`config.mk`:
```
export PLATFORM = sky130hd
export DESIGN_NAME = tmr8_timer
export DESIGN_NICKNAME = d
export VERILOG_FILES = /design/src/rtl/tmr8_pkg.sv /design/src/rtl/tmr8_pin_sync.sv /design/src/rtl/tmr8_prescaler.sv /design/src/rtl/tmr8_core.sv /design/src/rtl/tmr8_timer.sv
export SDC_FILE = /design/constraint.sdc
export NUM_CORES = 1
export LEC_CHECK = 0
export ABC_CLOCK_PERIOD_IN_PS = 1960
export CAP_MARGIN = 0
export CORE_ASPECT_RATIO = 1.4
export CORE_UTILIZATION = 35
export CTS_CLUSTER_SIZE = 8
export DETAILED_ROUTE_END_ITERATION = 7
export MAX_ROUTING_LAYER = met4
export PLACE_DENSITY_LB_ADDON = 0.12
export SYNTH_ARGS = -nofsm -noshare
export SYNTH_HDL_FRONTEND = slang
export SYNTH_SLANG_ARGS = --single-unit
```
`constraint.sdc`:
```
create_clock -name clk -period 1.96 [get_ports clk]
set_input_delay 0.294 -clock clk [delete_from_list [all_inputs] [get_ports clk]]
set_output_delay 0.294 -clock clk [all_outputs]
set_load 0.02 [all_outputs]
```
`src/rtl/tmr8_pkg.sv`:
```
package tmr8_pkg;
  localparam int OPT_W       = 8;
  localparam int OPT_SRC_BIT = 5;
  localparam int OPT_ASG_BIT = 3;
  localparam int RATIO_W     = 3;
  localparam logic [OPT_W-1:0] OPT_RESET = '0;

  typedef enum logic {
    ADDR_COUNT  = 1'b0,
    ADDR_OPTION = 1'b1
  } reg_addr_e;

  typedef struct packed {
    logic               src_ext;
    logic               psc_away;
    logic [RATIO_W-1:0] ratio;
  } opt_t;
endpackage

```
`src/rtl/tmr8_pin_sync.sv`:
```
module tmr8_pin_sync #(
  parameter int STAGES = 2
) (
  input  logic clk,
  input  logic rst,
  input  logic pin_async,
  output logic rise_pulse
);
  logic [STAGES-1:0] chain_q;
  logic              prev_q;

  generate
    for (genvar i = 0; i < STAGES; i++) begin : g_stage
      if (i == 0) begin : g_first
        always_ff @(posedge clk) begin
          if (rst) chain_q[0] <= 1'b0;
          else     chain_q[0] <= pin_async;
        end
      end else begin : g_next
        always_ff @(posedge clk) begin
          if (rst) chain_q[i] <= 1'b0;
          else     chain_q[i] <= chain_q[i-1];
        end
      end
    end
  endgenerate

  always_ff @(posedge clk) begin
    if (rst) prev_q <= 1'b0;
    else     prev_q <= chain_q[STAGES-1];
  end

  assign rise_pulse = chain_q[STAGES-1] & ~prev_q;
endmodule

```
`src/rtl/tmr8_prescaler.sv`:
```
module tmr8_prescaler #(
  parameter int SEL_W = 3
) (
  input  logic             clk,
  input  logic             rst,
  input  logic             src_evt,
  input  logic             bypass,
  input  logic [SEL_W-1:0] ratio_sel,
  input  logic             restart,
  output logic             inc_evt
);
  localparam int PW = 2 ** SEL_W;
  localparam int SHW = SEL_W + 1;

  logic [PW-1:0]  div_q;
  logic [PW-1:0]  limit;
  logic [SHW-1:0] shift_amt;
  logic           at_limit;

  always_comb begin
    shift_amt = {1'b0, ratio_sel} + SHW'(1);
    limit     = ~({PW{1'b1}} << shift_amt);
    at_limit  = (div_q == limit);
  end

  always_ff @(posedge clk) begin
    if (rst || restart || bypass) begin
      div_q <= '0;
    end else if (src_evt) begin
      if (at_limit) div_q <= '0;
      else          div_q <= div_q + PW'(1);
    end
  end

  assign inc_evt = bypass ? src_evt : (src_evt && at_limit);
endmodule

```
`src/rtl/tmr8_core.sv`:
```
module tmr8_core
  import tmr8_pkg::*;
#(
  parameter int CNT_W = 8
) (
  input  logic             clk,
  input  logic             rst,
  input  logic             inc_evt,
  input  logic             bus_we,
  input  logic             bus_addr,
  input  logic [CNT_W-1:0] bus_wdata,
  input  logic             ovf_clr,
  output logic             cnt_load,
  output opt_t             opt_q,
  output logic [CNT_W-1:0] cnt_q,
  output logic             flag_q
);
  logic opt_load;
  logic wrap;

  always_comb begin
    cnt_load = bus_we && (reg_addr_e'(bus_addr) == ADDR_COUNT);
    opt_load = bus_we && (reg_addr_e'(bus_addr) == ADDR_OPTION);
    wrap     = !cnt_load && inc_evt && (cnt_q == {CNT_W{1'b1}});
  end

  always_ff @(posedge clk) begin
    if (rst)           cnt_q <= '0;
    else if (cnt_load) cnt_q <= bus_wdata;
    else if (inc_evt)  cnt_q <= cnt_q + CNT_W'(1);
  end

  always_ff @(posedge clk) begin
    if (rst)          flag_q <= 1'b0;
    else if (wrap)    flag_q <= 1'b1;
    else if (ovf_clr) flag_q <= 1'b0;
  end

  always_ff @(posedge clk) begin
    if (rst) begin
      opt_q <= '0;
    end else if (opt_load) begin
      opt_q.src_ext  <= bus_wdata[OPT_SRC_BIT];
      opt_q.psc_away <= bus_wdata[OPT_ASG_BIT];
      opt_q.ratio    <= bus_wdata[RATIO_W-1:0];
    end
  end
endmodule

```
`src/rtl/tmr8_timer.sv`:
```
module tmr8_timer
  import tmr8_pkg::*;
#(
  parameter int CNT_W       = 8,
  parameter int SYNC_STAGES = 2
) (
  input  logic             clk,
  input  logic             rst,
  input  logic             tick_in,
  input  logic             ext_pin,
  input  logic             bus_we,
  input  logic             bus_addr,
  input  logic [CNT_W-1:0] bus_wdata,
  input  logic             ovf_clr,
  output logic [CNT_W-1:0] cnt_rdata,
  output logic [OPT_W-1:0] opt_rdata,
  output logic             ovf_flag,
  output logic             psc_away
);
  opt_t opt;
  logic pin_rise;
  logic src_evt;
  logic inc_evt;
  logic cnt_load;

  tmr8_pin_sync #(.STAGES(SYNC_STAGES)) u_sync (
    .clk        (clk),
    .rst        (rst),
    .pin_async  (ext_pin),
    .rise_pulse (pin_rise)
  );

  assign src_evt = opt.src_ext ? pin_rise : tick_in;

  tmr8_prescaler #(.SEL_W(RATIO_W)) u_psc (
    .clk       (clk),
    .rst       (rst),
    .src_evt   (src_evt),
    .bypass    (opt.psc_away),
    .ratio_sel (opt.ratio),
    .restart   (cnt_load),
    .inc_evt   (inc_evt)
  );

  tmr8_core #(.CNT_W(CNT_W)) u_core (
    .clk       (clk),
    .rst       (rst),
    .inc_evt   (inc_evt),
    .bus_we    (bus_we),
    .bus_addr  (bus_addr),
    .bus_wdata (bus_wdata),
    .ovf_clr   (ovf_clr),
    .cnt_load  (cnt_load),
    .opt_q     (opt),
    .cnt_q     (cnt_rdata),
    .flag_q    (ovf_flag)
  );

  always_comb begin
    opt_rdata                   = '0;
    opt_rdata[OPT_SRC_BIT]      = opt.src_ext;
    opt_rdata[OPT_ASG_BIT]      = opt.psc_away;
    opt_rdata[RATIO_W-1:0]      = opt.ratio;
  end

  assign psc_away = opt.psc_away;
endmodule

```
==> results of run 1 <==
## stage by stage
step                      worst slack, ns  area [sq um]  util, %  cells
after floorplan                   -0.1962          1454        -    165
after global placement            -0.2052          1856    49.60    240
after detailed placement          -0.2190          1856    49.60    240
after CTS                         -0.1818          1992    53.24    248
after global routing              -0.2540          2038    54.48    247
final                             -0.1815          2038    54.48    247
## where the power goes
group          total [mW]  internal [mW]  switching [mW]
Sequential          0.551          0.527          0.0233
Clock               0.324          0.145           0.178
Combinational       0.279          0.144           0.136
## final timing paths
check | slack [ns] | endpoint | depth (start not counted)
setup / recovery | -0.18 | u_core.cnt_q[7] | 9
hold / removal | 0.45 | u_sync.chain_q[1] | 1
setup reg to reg | -0.18 | u_core.cnt_q[7] | 9
hold reg to reg | 0.45 | u_sync.chain_q[1] | 1
## area by class of cell
type | count | area [sq um]
inverter | 3 | 11.26
tap | 42 | 52.55
sequential | 25 | 509.2
clock buffer | 3 | 41.29
clock inverter | 1 | 6.256
fill | 359 | 1703
timing repair buffer | 47 | 445.4
multi-input combinational | 126 | 972.2
## per-layer routing
| layer | track usage (%) | wire length, um |
|---|---|---|
| met1 | 18.15 | 1465 |
| met2 | 31.81 | 1914 |
| met3 | 2.192 | 79 |
| met4 | 6.500 | 50 |
| met5 | - | 0 |
## cells in the final DEF (no fill, tap or decap), types with 2 or more instances in the layout
cell,Yosys,final
and3_1,6,6
xnor2_1,4,3
xor2_1,6,6
ha_4,0,2
nand2_1,14,13
clkdlybuf4s50_1,0,29
nor3_1,5,4
nor2_1,17,11
nand2b_1,2,2
mux2i_1,2,2
clkbuf_8,0,3
nor2_2,0,5
nor2b_1,5,5
dfxtp_1,25,22
dfxtp_4,0,2
nand3b_1,11,11
conb_1,1,3
buf_4,4,15
ha_1,4,2
inv_1,3,3
nand4_1,3,3
nand3_1,9,8
a21oi_1,9,5
and4_2,2,2
buf_6,1,2
a21oi_2,0,3
## critical path, cell delays in order (launching register included)
cell,delay (ns)
dfxtp_4,0.36
ha_4,0.16
ha_4,0.24
a32oi_2,0.17
xor2_1,0.18
o2111ai_2,0.16
o31ai_4,0.29
buf_12,0.16
nand2_2,0.06
a2111oi_4,0.27
## Yosys cell counts (all sizes together)
cell,number
and3,7
a32oi,2
a2111oi,1
a21o,1
nor4,2
nor2b,5
buf,7
nand4,3
and4,2
dfxtp,25
clkbuf,4
or3,2
o2111ai,1
nand2b,2
xor2,6
a21bo,1
nor2,17
nand2,14
mux2i,2
o22ai,1
a31o,1
a311oi,1
nand3,9
a211oi,2
ha,4
o211a,1
o31ai,1
o21ai,2
a21oi,9
inv,3
or2,1
conb,1
nand3b,12
xnor2,4
nor3,5
a31oi,2
## state kept, by name, indices dropped and copies added (netlist names)
register and cells:
u_core.cnt_q 8, u_psc.div_q 8, u_core.opt_q 5, u_sync.chain_q 2, u_core.flag_q 1, u_sync.prev_q 1
## cells by family (layout without fill, tap and decap cells)
| group | after synthesis | count (layout) | share of synthesized area [%] |
|---|---|---|---|
| muxes | 2 | 2 | 1.430 |
| other | 1 | 3 | 0.2678 |
| DFF | 25 | 25 | 35.75 |
| adders and majority gates | 4 | 4 | 3.575 |
| buffers and inverters | 14 | 54 | 5.540 |
| and+or+nand+nor | 81 | 81 | 31.81 |
| xor gates and xnor gates | 10 | 10 | 6.255 |
| AOI/OAI and AO/OA | 26 | 26 | 15.37 |
## timing repair
item	CTS	global route
buffers inserted	3	1
resized for setup	9	15
gates cloned	1	0
pin swaps	4	12
hold buffers	0	0
setup endpoints to repair	17	17
==> run summary, run 1 <==
status = finished with violations
failing checks = negative setup slack
# diodes = 0
worst hold path class = flop to flop
port bufs = 29
setup TNS = -1.180 ns
GRT Resource Usage Total = 17.15%
die area = 4261 sq um
initial DRC count = 14
hold slack = 0.4452 ns
number of top-level pins = 33
crit path from = u_core.opt_q[0]
die height = 76.84 um
unrepaired setup endpoints after global routing = yes
CP max FO = 7
width of the die = 55.46 um
setup slack after layout = -0.1815 ns
total CTS buffers = 3
Clock transition at path regs = 0.10 ns
1st-pass router iterations = 4
DP HPWL = 2.535 mm
syn avg cell area = 8.590 sq um
Reg2Reg Launch Point = u_core.opt_q[0]
Core ar. = 3741 sq um
Max Cap Violations = 0
Total Power = 1.154 mW
vias in the first global route = 1,311
grt ovf = 0
drt via density = 5.312
initial antenna violation count = 0
Tmin final = 2.142 ns
first-pass GRT wire length = 5.754 mm
Seq/Total Area, Yosys = 35.75%
cell count after synthesis = 163
Nets = 225
Leakage = 0.7609 nW
CTS tree = done
DRC = 0
largest net degree at the start of global routing = 24
Max Slew Vio Count = 0
Clock Sinks = 25
total wire length = 3.509 mm
Final setup viols = 12
final RePlAce weighted congestion = 0.7579
clk buf depth = 2
pwr dens = 566.1 nW/um^2
Crit Path Class = flop to flop
routed length per instance = 14.21 um
# rows = 26
Final period util = 109.3%
worst path required time = 2.14 ns
Max Clk Rate = 467.0 MHz
worst skew pair latency = 0.27 ns
post-synth top area share = 35.75%
root buffer cell = clkbuf_8
top post-synthesis cells by area = dfxtp_1 (36%), nand3b_1 (5.9%), nor2_1 (4.6%), nand2_1 (3.8%), xor2_1 (3.8%)
P&R area growth vs syn = 45.58%
layout cells sized above 1 = 28.78%
Post-Syn Area = 1400 sq um
Starting Density = 37.42%
vias = 1,312
Yosys reg bits = 25
remaining antenna violation count = 0
type of destination of the critical path = flop
H-tree depth = 1
post-synth top area cell = dfxtp_1
Hold Vio Cnt, Final = 0
Max VDD drop = 284.6 uV
synth unique cells = 44
startpoint types = flop
Critical Path AT = 2.32 ns
final clock skew = 0.004358 ns
Synth warnings = 0
Hold Path Origin = u_sync.chain_q[0]
No activity file was read; power rests on OpenSTA's default activity.
==> inputs of run 2 (changes only) <==
--- a/config.mk
+++ b/config.mk
@@ -7,12 +7,14 @@
 export LEC_CHECK = 0
 export ABC_CLOCK_PERIOD_IN_PS = 1960
 export CAP_MARGIN = 0
-export CORE_ASPECT_RATIO = 1.4
+export CORE_ASPECT_RATIO = 1.1
 export CORE_UTILIZATION = 35
+export CTS_CLUSTER_DIAMETER = 30
 export CTS_CLUSTER_SIZE = 8
 export DETAILED_ROUTE_END_ITERATION = 7
 export MAX_ROUTING_LAYER = met4
 export PLACE_DENSITY_LB_ADDON = 0.12
+export SETUP_SLACK_MARGIN = 0.02
 export SYNTH_ARGS = -nofsm -noshare
 export SYNTH_HDL_FRONTEND = slang
 export SYNTH_SLANG_ARGS = --single-unit
==> run 2 against run 1 <==
The flow still finishes with violations (negative setup slack); die area about the same; sequential share of layout area up 0.077 points; flip-flop and latch count unchanged; worst hold slack better by 0.010 ns; critical path depth unchanged; sequential power about the same; global-route usage up 1.6 points; setup slack worse by 0.031 ns; clock skew down 0.0023 ns; clock-buffer cell count up 1.
==> run summary, run 2 (synthesis gave the netlist of run 1 again) <==
status = finished with violations
failing checks = negative setup slack
Clock Sinks = 25 (unchanged)
Final period util = 110.9% (+1.6 points)
DRC = 0 (unchanged)
clk buf depth = 2 (unchanged)
drt via density = 5.268 (-0.81%)
die area = 4258 sq um (about the same)
GRT Resource Usage Total = 18.71% (+1.6 points)
H-tree depth = 1 (unchanged)
largest net degree at the start of global routing = 24 (unchanged)
Crit Path Class = flop to flop
DP HPWL = 2.491 mm (-1.7%)
type of destination of the critical path = flop
placed inst area = 1881 sq um (+1.3%)
die height = 68.34 um (-11%)
hold buffers post-CTS = 0 (unchanged)
vias in the first global route = 1,348 (+2.8%)
Core ar. = 3741 sq um (unchanged)
Critical Path AT = 2.34 ns (+0.02 ns)
commonest cells after routing, fill and taps aside = clkdlybuf4s50_1 (29), dfxtp_1 (22), buf_4 (18), nand2_1 (13), nor2_1 (12)
setup TNS = -1.230 ns (-0.04983 ns)
final RePlAce weighted congestion = 0.8094 (+6.8%)
Leakage = 0.7743 nW (+1.8%)
Max Slew Vio Count = 0 (unchanged)
CTS tree = done
Final Cell Area = 2032 sq um (-0.31%)
setup slack after layout = -0.2129 ns (-0.03144 ns)
number of top-level pins = 33 (unchanged)
Tmin final = 2.173 ns (+0.03144 ns)
Final setup viols = 16 (+4)
vias = 1,354 (+3.2%)
worst skew pair latency = 0.27 ns (about the same)
layout cells sized above 1 = 28.02% (-0.76 points)
placed cell count = 250 (+4.2%)
width of the die = 62.31 um (+12%)
Clock transition at path regs = 0.09 ns (about the same)
Max Clk Rate = 460.2 MHz (-1.4%)
unrepaired setup endpoints after global routing = yes
port bufs = 29 (unchanged)
# diodes = 0 (unchanged)
total wire length = 3.608 mm (+2.8%)
final clock skew = 0.002023 ns (-0.002335 ns)
Max Cap Violations = 0 (unchanged)
routed length per instance = 14.04 um (-1.2%)
1st-pass router iterations = 4 (unchanged)
initial antenna violation count = 0 (unchanged)
commonest non-fill, non-tap cell in the layout = clkdlybuf4s50_1
worst hold path class = flop to flop
pwr dens = 563.9 nW/um^2 (-0.39%)
# rows = 23 (-12%)
Nets = 227 (+0.89%)
Largest regs = u_core.cnt_q (8), u_psc.div_q (8), u_core.opt_q (5)
Final Non-Filler Cells = 257 (+4.0%)
Max VDD drop = 301.8 uV (+6.0%)
fin util = 54.31% (-0.17 points)
total CTS buffers = 3 (unchanged)
Starting Density = 37.42% (unchanged)
first-pass GRT wire length = 6.058 mm (+5.3%)
startpoint types = flop
remaining antenna violation count = 0 (unchanged)
initial DRC count = 37 (+23)
grt ovf = 0 (unchanged)
worst path required time = 2.13 ns (about the same)
CP max FO = 7 (unchanged)
P&R area growth vs syn = 45.13%
Hold Vio Cnt, Final = 0 (unchanged)
root buffer cell = clkbuf_8
[run 2: path summary, 6_finish.rpt]
path | to | from | depth (start not counted) | slack [ns]
worst min-delay path | u_sync.chain_q[1] | u_sync.chain_q[0] | 1 | 0.46
worst min register to register | u_sync.chain_q[1] | u_sync.chain_q[0] | 1 | 0.46
worst max-delay path | u_core.cnt_q[7] | u_core.opt_q[0] | 9 | -0.21
worst max register to register | u_core.cnt_q[7] | u_core.opt_q[0] | 9 | -0.21
[run 2: layer usage]
metal | GRT usage [%] | wire, um
met2 | 31.87 | 1764
met5 | - | 0
met3 | 2.333 | 111
met4 | 6.977 | 55
met1 | 22.98 | 1676
[run 2: per-stage QoR]
stage / setup WS [ns] / hold slack, ns / power (mW)
floorplan: -0.1962 / 0.4138 / 0.6971
global placement: -0.2094 / 0.4237 / 0.8023
detailed placement: -0.2316 / 0.4358 / 0.8076
CTS: -0.1759 / 0.4602 / 1.153
global route: -0.3332 / 0.4749 / 1.196
finish: -0.2129 / 0.4552 / 1.146
[run 2: where the power goes]
part	total [mW]	internal (mW)	switching (mW)
combinational	0.282	0.145	0.136
clock	0.315	0.146	0.169
sequential	0.549	0.527	0.0221
total	1.15	0.818	0.328
[run 2: area by class of cell]
class / count / area, sq um
sequential: 25 / 509.2
inverter: 3 / 11.26
tap: 50 / 62.56
clock buffer: 4 / 45.04
multi-input combinational: 126 / 947.2
timing repair buffer: 49 / 456.7
fill: 354 / 1709
[run 2: what timing repair did]
action,4_1_cts,5_1_grt
gates cloned,1,0
pin swaps,9,12
buffers inserted,3,1
resized for setup,12,8
endpoints found under the setup margin,17,17
[run 2: worst max-delay path, stage by stage, from the launching register on]
cell	delay, ns
dfxtp_4	0.36
ha_4	0.16
ha_4	0.23
a31o_2	0.25
a21oi_2	0.17
a31oi_4	0.07
o31ai_4	0.33
buf_12	0.17
nand2_2	0.05
a2111oi_2	0.29
